===== src/rtl/chain_rx_pkg.sv =====
package chain_rx_pkg;
    typedef enum logic {
        RX_IDLE    = 1'b0,
        RX_COLLECT = 1'b1
    } rx_state_e;

    localparam int unsigned CHAIN_WORD_BITS = 32;
endpackage


===== src/rtl/edge_sync.sv =====
module edge_sync #(
    parameter int unsigned STAGES    = 2,
    parameter int unsigned WIDTH     = 2,
    parameter logic [WIDTH-1:0] RESET_VAL = '0,
    parameter logic [WIDTH-1:0] FALL_MASK = '0
) (
    input  logic             clk,
    input  logic             rst_n,
    input  logic [WIDTH-1:0] strobe_i,
    input  logic             side_i,
    output logic [WIDTH-1:0] edge_o,
    output logic             side_o
);
    typedef struct packed {
        logic [STAGES:0][WIDTH-1:0] pipe;
        logic [STAGES-1:0]          side;
    } sync_t;

    sync_t s_d, s_q;

    always_comb begin
        s_d = s_q;
        s_d.pipe = {s_q.pipe[STAGES-1:0], strobe_i};
        if (STAGES > 1) begin
            s_d.side = {s_q.side[STAGES-2:0], side_i};
        end else begin
            s_d.side[0] = side_i;
        end
    end

    always_ff @(posedge clk or negedge rst_n) begin
        if (!rst_n) begin
            s_q.pipe <= {(STAGES+1){RESET_VAL}};
            s_q.side <= '0;
        end else begin
            s_q <= s_d;
        end
    end

    for (genvar i = 0; i < WIDTH; i++) begin : g_edge
        if (FALL_MASK[i]) begin : g_fall
            assign edge_o[i] = s_q.pipe[STAGES][i] & ~s_q.pipe[STAGES-1][i];
        end else begin : g_rise
            assign edge_o[i] = ~s_q.pipe[STAGES][i] & s_q.pipe[STAGES-1][i];
        end
    end

    assign side_o = s_q.side[STAGES-1];
endmodule


===== src/rtl/bit_collector.sv =====
module bit_collector
    import chain_rx_pkg::*;
#(
    parameter int unsigned NUM_CH = 4,
    parameter int unsigned WORD_W = CHAIN_WORD_BITS
) (
    input  logic                     clk,
    input  logic                     rst_n,
    input  logic                     start_i,
    input  logic                     bit_stb_i,
    input  logic                     bit_val_i,
    output logic                     set_valid_o,
    output logic                     overrun_o,
    output logic [NUM_CH*WORD_W-1:0] set_bits_o
);
    localparam int unsigned TOT   = NUM_CH * WORD_W;
    localparam int unsigned CNT_W = $clog2(TOT + 1);
    localparam logic [CNT_W-1:0] LAST_IDX = CNT_W'(TOT - 1);

    typedef struct packed {
        rx_state_e          st;
        logic [CNT_W-1:0]   cnt;
        logic [TOT-1:0]     shf;
        logic [TOT-1:0]     held;
        logic               vld;
        logic               ovr;
    } col_t;

    col_t c_d, c_q;

    always_comb begin
        c_d     = c_q;
        c_d.vld = 1'b0;
        c_d.ovr = 1'b0;
        if (start_i) begin
            c_d.ovr = (c_q.st == RX_COLLECT);
            c_d.st  = RX_COLLECT;
            c_d.cnt = '0;
            if (bit_stb_i) begin
                c_d.shf = {c_q.shf[TOT-2:0], bit_val_i};
                c_d.cnt = CNT_W'(1);
            end
        end else if (c_q.st == RX_COLLECT && bit_stb_i) begin
            c_d.shf = {c_q.shf[TOT-2:0], bit_val_i};
            if (c_q.cnt == LAST_IDX) begin
                c_d.st   = RX_IDLE;
                c_d.cnt  = '0;
                c_d.held = c_d.shf;
                c_d.vld  = 1'b1;
            end else begin
                c_d.cnt = c_q.cnt + CNT_W'(1);
            end
        end
    end

    always_ff @(posedge clk or negedge rst_n) begin
        if (!rst_n) begin
            c_q.st   <= RX_IDLE;
            c_q.cnt  <= '0;
            c_q.shf  <= '0;
            c_q.held <= '0;
            c_q.vld  <= 1'b0;
            c_q.ovr  <= 1'b0;
        end else begin
            c_q <= c_d;
        end
    end

    assign set_valid_o = c_q.vld;
    assign overrun_o   = c_q.ovr;
    assign set_bits_o  = c_q.held;

    AST_VALID_SINGLE: assert property (@(posedge clk) disable iff (!rst_n)
        c_q.vld |=> !c_q.vld);
    AST_HOLD_STABLE: assert property (@(posedge clk) disable iff (!rst_n)
        !c_q.vld |-> $stable(c_q.held));
    AST_CNT_RANGE: assert property (@(posedge clk) disable iff (!rst_n)
        c_q.cnt < CNT_W'(TOT));
    AST_OVR_RESTART: assert property (@(posedge clk) disable iff (!rst_n)
        c_q.ovr |-> (c_q.st == RX_COLLECT && c_q.cnt <= CNT_W'(1)));
    AST_NO_VALID_WITH_OVR: assert property (@(posedge clk) disable iff (!rst_n)
        !(c_q.vld && c_q.ovr));
    AST_IDLE_NO_COUNT: assert property (@(posedge clk) disable iff (!rst_n)
        (c_q.st == RX_IDLE) |-> (c_q.cnt == '0));
endmodule


===== src/rtl/word_splitter.sv =====
module word_splitter #(
    parameter int unsigned NUM_CH = 4,
    parameter int unsigned WORD_W = 32,
    parameter int unsigned DATA_W = 24
) (
    input  logic [NUM_CH*WORD_W-1:0]          set_bits_i,
    output logic [NUM_CH*WORD_W-1:0]          words_o,
    output logic [NUM_CH*DATA_W-1:0]          data_o,
    output logic [NUM_CH*(WORD_W-DATA_W)-1:0] status_o
);
    localparam int unsigned STAT_W = WORD_W - DATA_W;

    for (genvar k = 0; k < NUM_CH; k++) begin : g_ch
        logic [WORD_W-1:0] word_k;
        assign word_k = set_bits_i[(NUM_CH-1-k)*WORD_W +: WORD_W];
        assign words_o[k*WORD_W +: WORD_W]  = word_k;
        assign data_o[k*DATA_W +: DATA_W]   = word_k[WORD_W-1 -: DATA_W];
        assign status_o[k*STAT_W +: STAT_W] = word_k[STAT_W-1:0];
    end
endmodule


===== src/rtl/chain_frame_rx.sv =====
module chain_frame_rx
    import chain_rx_pkg::*;
#(
    parameter int unsigned NUM_CH      = 4,
    parameter int unsigned WORD_W      = CHAIN_WORD_BITS,
    parameter int unsigned DATA_W      = 24,
    parameter int unsigned SYNC_STAGES = 2
) (
    input  logic                                clk,
    input  logic                                rst_n,
    input  logic                                sclk_in,
    input  logic                                fsync_n_in,
    input  logic                                sdata_in,
    output logic                                set_valid,
    output logic                                overrun,
    output logic [NUM_CH*WORD_W-1:0]            ch_words,
    output logic [NUM_CH*DATA_W-1:0]            ch_data,
    output logic [NUM_CH*(WORD_W-DATA_W)-1:0]   ch_status
);
    localparam int unsigned TOT = NUM_CH * WORD_W;

    logic [1:0]     edges;
    logic           bit_val;
    logic [TOT-1:0] set_bits;

    edge_sync #(
        .STAGES   (SYNC_STAGES),
        .WIDTH    (2),
        .RESET_VAL(2'b10),
        .FALL_MASK(2'b10)
    ) u_sync (
        .clk     (clk),
        .rst_n   (rst_n),
        .strobe_i({fsync_n_in, sclk_in}),
        .side_i  (sdata_in),
        .edge_o  (edges),
        .side_o  (bit_val)
    );

    bit_collector #(
        .NUM_CH(NUM_CH),
        .WORD_W(WORD_W)
    ) u_collect (
        .clk        (clk),
        .rst_n      (rst_n),
        .start_i    (edges[1]),
        .bit_stb_i  (edges[0]),
        .bit_val_i  (bit_val),
        .set_valid_o(set_valid),
        .overrun_o  (overrun),
        .set_bits_o (set_bits)
    );

    word_splitter #(
        .NUM_CH(NUM_CH),
        .WORD_W(WORD_W),
        .DATA_W(DATA_W)
    ) u_split (
        .set_bits_i(set_bits),
        .words_o   (ch_words),
        .data_o    (ch_data),
        .status_o  (ch_status)
    );

    AST_RESET_QUIET: assert property (@(posedge clk) disable iff (!rst_n)
        $past(!rst_n) |-> (!set_valid && !overrun));
endmodule


===== config.mk =====
export PLATFORM = sky130hd
export DESIGN_NAME = chain_frame_rx
export DESIGN_NICKNAME = d
export VERILOG_FILES = /design/src/rtl/chain_rx_pkg.sv /design/src/rtl/edge_sync.sv /design/src/rtl/bit_collector.sv /design/src/rtl/word_splitter.sv /design/src/rtl/chain_frame_rx.sv
export SDC_FILE = /design/constraint.sdc
export NUM_CORES = 1
export LEC_CHECK = 0
export ABC_AREA = 1
export BUFFER_PORTS_ARGS = -buffer_cell sky130_fd_sc_hd__buf_2
export CAP_MARGIN = 20
export CORE_MARGIN = 10
export CORE_UTILIZATION = 34
export CTS_BUF_LIST = sky130_fd_sc_hd__clkbuf_4 sky130_fd_sc_hd__clkbuf_8
export CTS_CLUSTER_SIZE = 28
export DETAILED_ROUTE_END_ITERATION = 12
export GPL_TIMING_DRIVEN = 0
export PLACE_DENSITY = 0.55
export REMOVE_ABC_BUFFERS = 1
export SLEW_MARGIN = 0
export SYNTH_ARGS = -nofsm -noshare
export SYNTH_HDL_FRONTEND = slang
export SYNTH_SLANG_ARGS = --single-unit
export TNS_END_PERCENT = 30

===== constraint.sdc =====
create_clock -name clk -period 1.41 [get_ports clk]
set_input_delay 0.141 -clock clk [delete_from_list [all_inputs] [get_ports clk]]
set_output_delay 0.141 -clock clk [all_outputs]
set_load 0.005 [all_outputs]

==> impl_metrics.yaml <==
status:
  status: "complete, but fails checks"
  violations: "setup timing"
floorplan:
  coreArea_mm2: 0.0355
  io_pins: 263
  die_y_um: 210
  dieArea_mm2: 0.0439
  die_width_um: 210
  num_rows: 69
  start_util: 0.344
sta:
  relSlewSlack: 0.558
  finalHoldViolCount: 0
  worst_slack_ns: -0.281
  post-route-min-period_ns: 1.69
  fin_crit_sh: 1.20
  rsz0062_at_grt: "true"
  worst_slew_pin_slew_ns: 0.664
  maxSlewViolCount: 0
  setup_viol: 265
  clock_skew_ns: 0.0165
  fmax_mhz: 591
critical_path:
  rr_worst_depth: 9
  max_stage_delay_ns: 0.52
  rr_startpoint: "u_sync.s_q[7]"
  worstSetupEndpoint: "u_collect.c_q[171]"
  path_cells: "inv_2 -> nor2_4 -> nor2_4 -> nor2_4 -> buf_12 -> buf_16 -> buf_4 -> nand2_1 -> o21ai_1"
  cp_max_fo: 8
  r2r_end: "u_collect.c_q[171]"
  startpoint: "u_sync.s_q[7]"
  slowest_stage: "dfstp_2"
  start_kind: "register"
  crit_type: "reg -> reg"
  cp.required_ns: 1.91
  crit_top_cell: "nor2_4"
  rrSetupSlack_ns: -0.28
  endpoint_kind: "register"
  crit_arrival_ns: 2.19
yosys:
  synth_xor_area_frac: 0.00143
  syn_area_mm2: 0.0122
  ys_seq_area_frac: 0.562
  synthAdderAreaFrac: 0.00102
  synth_most_common_cell: "nand2_1"
  synthTopCellsByCount: "nand2_1 (279), dfrtp_1 (271), buf_4 (258)"
  synth_compound_area_frac: 0.107
  async_flop_share: 1.00
  synthDistinctLibCells: 25
  synthTopCellsByArea: "dfrtp_1 (56%), buf_4 (16%), nand2_1 (8.6%)"
  ys.flop_type: "dfrtp_1"
  synth_edf_count: 0
  ys_seq_elements: 274
  synth.area.mux_share: 0
  netlist.area_leader.share: 0.555
  yosys.area_share.simple: 0.0958
  synth_largest_area_cell: "dfrtp_1"
  postSynthAreaPerCell_um2: 9.45
  synth_warnings: 0
  syn_inst: 1293
  synth_top_family_by_area: "buffers and inverters"
global_routing:
  antenna_found_initial: 1
  grt_pass1_wl_um: 53200
  grt_usage: 0.154
  grt.overflow.total: 0
  grt_pass1_vias: 8926
  grt_max_degree: 115
routing:
  wl_per_cell_um: 19.2
  vias: 8626
  ant_nets: 0
  firstDrtPassIters: 5
  wirelength_um: 36700
  drt_iter0_markers: 470
  viasPerCell: 4.53
  drc: 0
clock_network:
  cts_buffers: 48
  clk_latency_ns: 0.59
  clk_path_buf_depth: 3
  cts_tree: "yes"
  htree_levels: 2
  cts_root_buf: "clkbuf_8"
  numClockSinks: 274
  clk_pin_slew_ns: 0.06
power:
  power_density_mw_per_mm2: 1070
  ir_drop_mv: 0.634
  p_total_mw: 16.8
  p_leak_nw: 7.77
run:
  drv_cap: 0
final_layout:
  nFillCells: 3363
  area_growth_pct: 28.7
  fin_nets: 1422
  n_antenna_cell: 0
  fin_cells: 1905
  drive_gt1_frac: 0.439
place:
  placed_cells_incl_taps: 1712
  dp_hpwl_um: 15700
  routabilityCongestion: 0.703
  io_buffers: 262
min_path:
  worstHoldPathType: "in -> async"
[cell families (layout without fill, tap and decap cells)]
kind of cell	after synthesis	count (layout)
simple gates	301	318
flops	274	274
buf+inv	453	587
xor+xnor	2	2
compound gates	262	262
fa+ha+maj	1	1
[critical path, delay by kind of cell (launching register included)]
| family | cells | cell delay, ns |
|---|---|---|
| AND/OR/NAND/NOR | 4 | 0.46 |
| buffers and inverters | 4 | 0.53 |
| flip-flops | 1 | 0.52 |
| AO/OA/AOI/OAI | 1 | 0.09 |
[stage by stage]
step / worst slack, ns / hold WS, ns / cell area, um2 / utilization / setup TNS (ns)
floorplan: -4.24 / -0.155 / 9900 / - / -794.34
global placement: -6.64 / 0.251 / 11800 / 0.332 / -2608.55
detailed placement: -1.04 / 0.191 / 12000 / 0.338 / -168.48
CTS: -0.273 / 0.108 / 14800 / 0.416 / -59.09
global route: -0.326 / 0.144 / 15700 / 0.443 / -65.10
finish: -0.281 / 0.147 / 15700 / 0.443 / -51.46
[routing by layer]
layer,wire (um),vias up,part of all wire,track usage
li1,-,4071,-,-
met5,0,-,0,0
met4,702,0,0.019,0.0449
met1,16600,4250,0.45,0.203
met2,17300,254,0.47,0.239
met3,2090,51,0.057,0.0472
[registers in the layout, summed over array words and instances, names as in the netlist]
register / flops
u_collect.overrun_o: 1
u_collect.c_q: 136
u_sync.s_q: 2
u_collect.set_valid_o: 1
u_collect.set_bits_o: 128
u_sync.s_d: 5
u_sync.side_o: 1
[worst min-delay path by stage]
stage	from	endpoint	slack [ns]	cells after the start
5_1_grt	rst_n	u_collect.set_bits_o[56]	0.14	2
3_5_place_dp	rst_n	u_collect.set_bits_o[37]	0.19	1
6_report	rst_n	u_collect.set_bits_o[56]	0.15	2
4_1_cts	rst_n	u_collect.c_q[170]	0.11	2
3_3_place_gp	sdata_in	u_sync.s_d[1]	0.25	1
2_1_floorplan	rst_n	u_collect.c_q[130]	-0.15	0
[area by class of cell]
type                            instances  area (um2)  area share
Clock inverter                          1        5.00    0.000318
Sequential cell                       274        6860       0.437
Inverter                              141         547      0.0348
Timing Repair Buffer                  368        3330       0.212
Clock buffer                           77         928      0.0591
Tap cell                              461         577      0.0367
Multi-Input combinational cell        583        3460       0.220
[where the power goes]
| part | total (mW) | internal (mW) | leakage [nW] | switching [mW] |
|---|---|---|---|---|
| Combinational | 1.34 | 0.579 | 3.48 | 0.759 |
| Sequential | 8.12 | 8.01 | 3.79 | 0.112 |
| Clock | 7.30 | 4.10 | 0.503 | 3.20 |
| Total | 16.8 | 12.7 | 7.77 | 4.07 |
[cell usage in the layout, fill, tap and decap left out, drive strengths merged, types with 2 or more instances in the layout]
cell type / n
clkbuf: 81
clkinv: 2
nand3: 9
buf: 357
inv: 140
nor2: 11
dfrtp: 271
o21ai: 256
dlygate4sd3: 4
nand2: 296
dfstp: 3
bufbuf: 3
a21oi: 5
[repair_timing]
action,in CTS,in global routing
setup buffers,45,11
endpoints found under the hold margin,85,0
resized for setup,120,218
gates cloned,42,16
pin swaps,10,14
setup endpoints to repair,259,268
hold buffers,4,0
No activity file was read; power rests on OpenSTA's default activity.
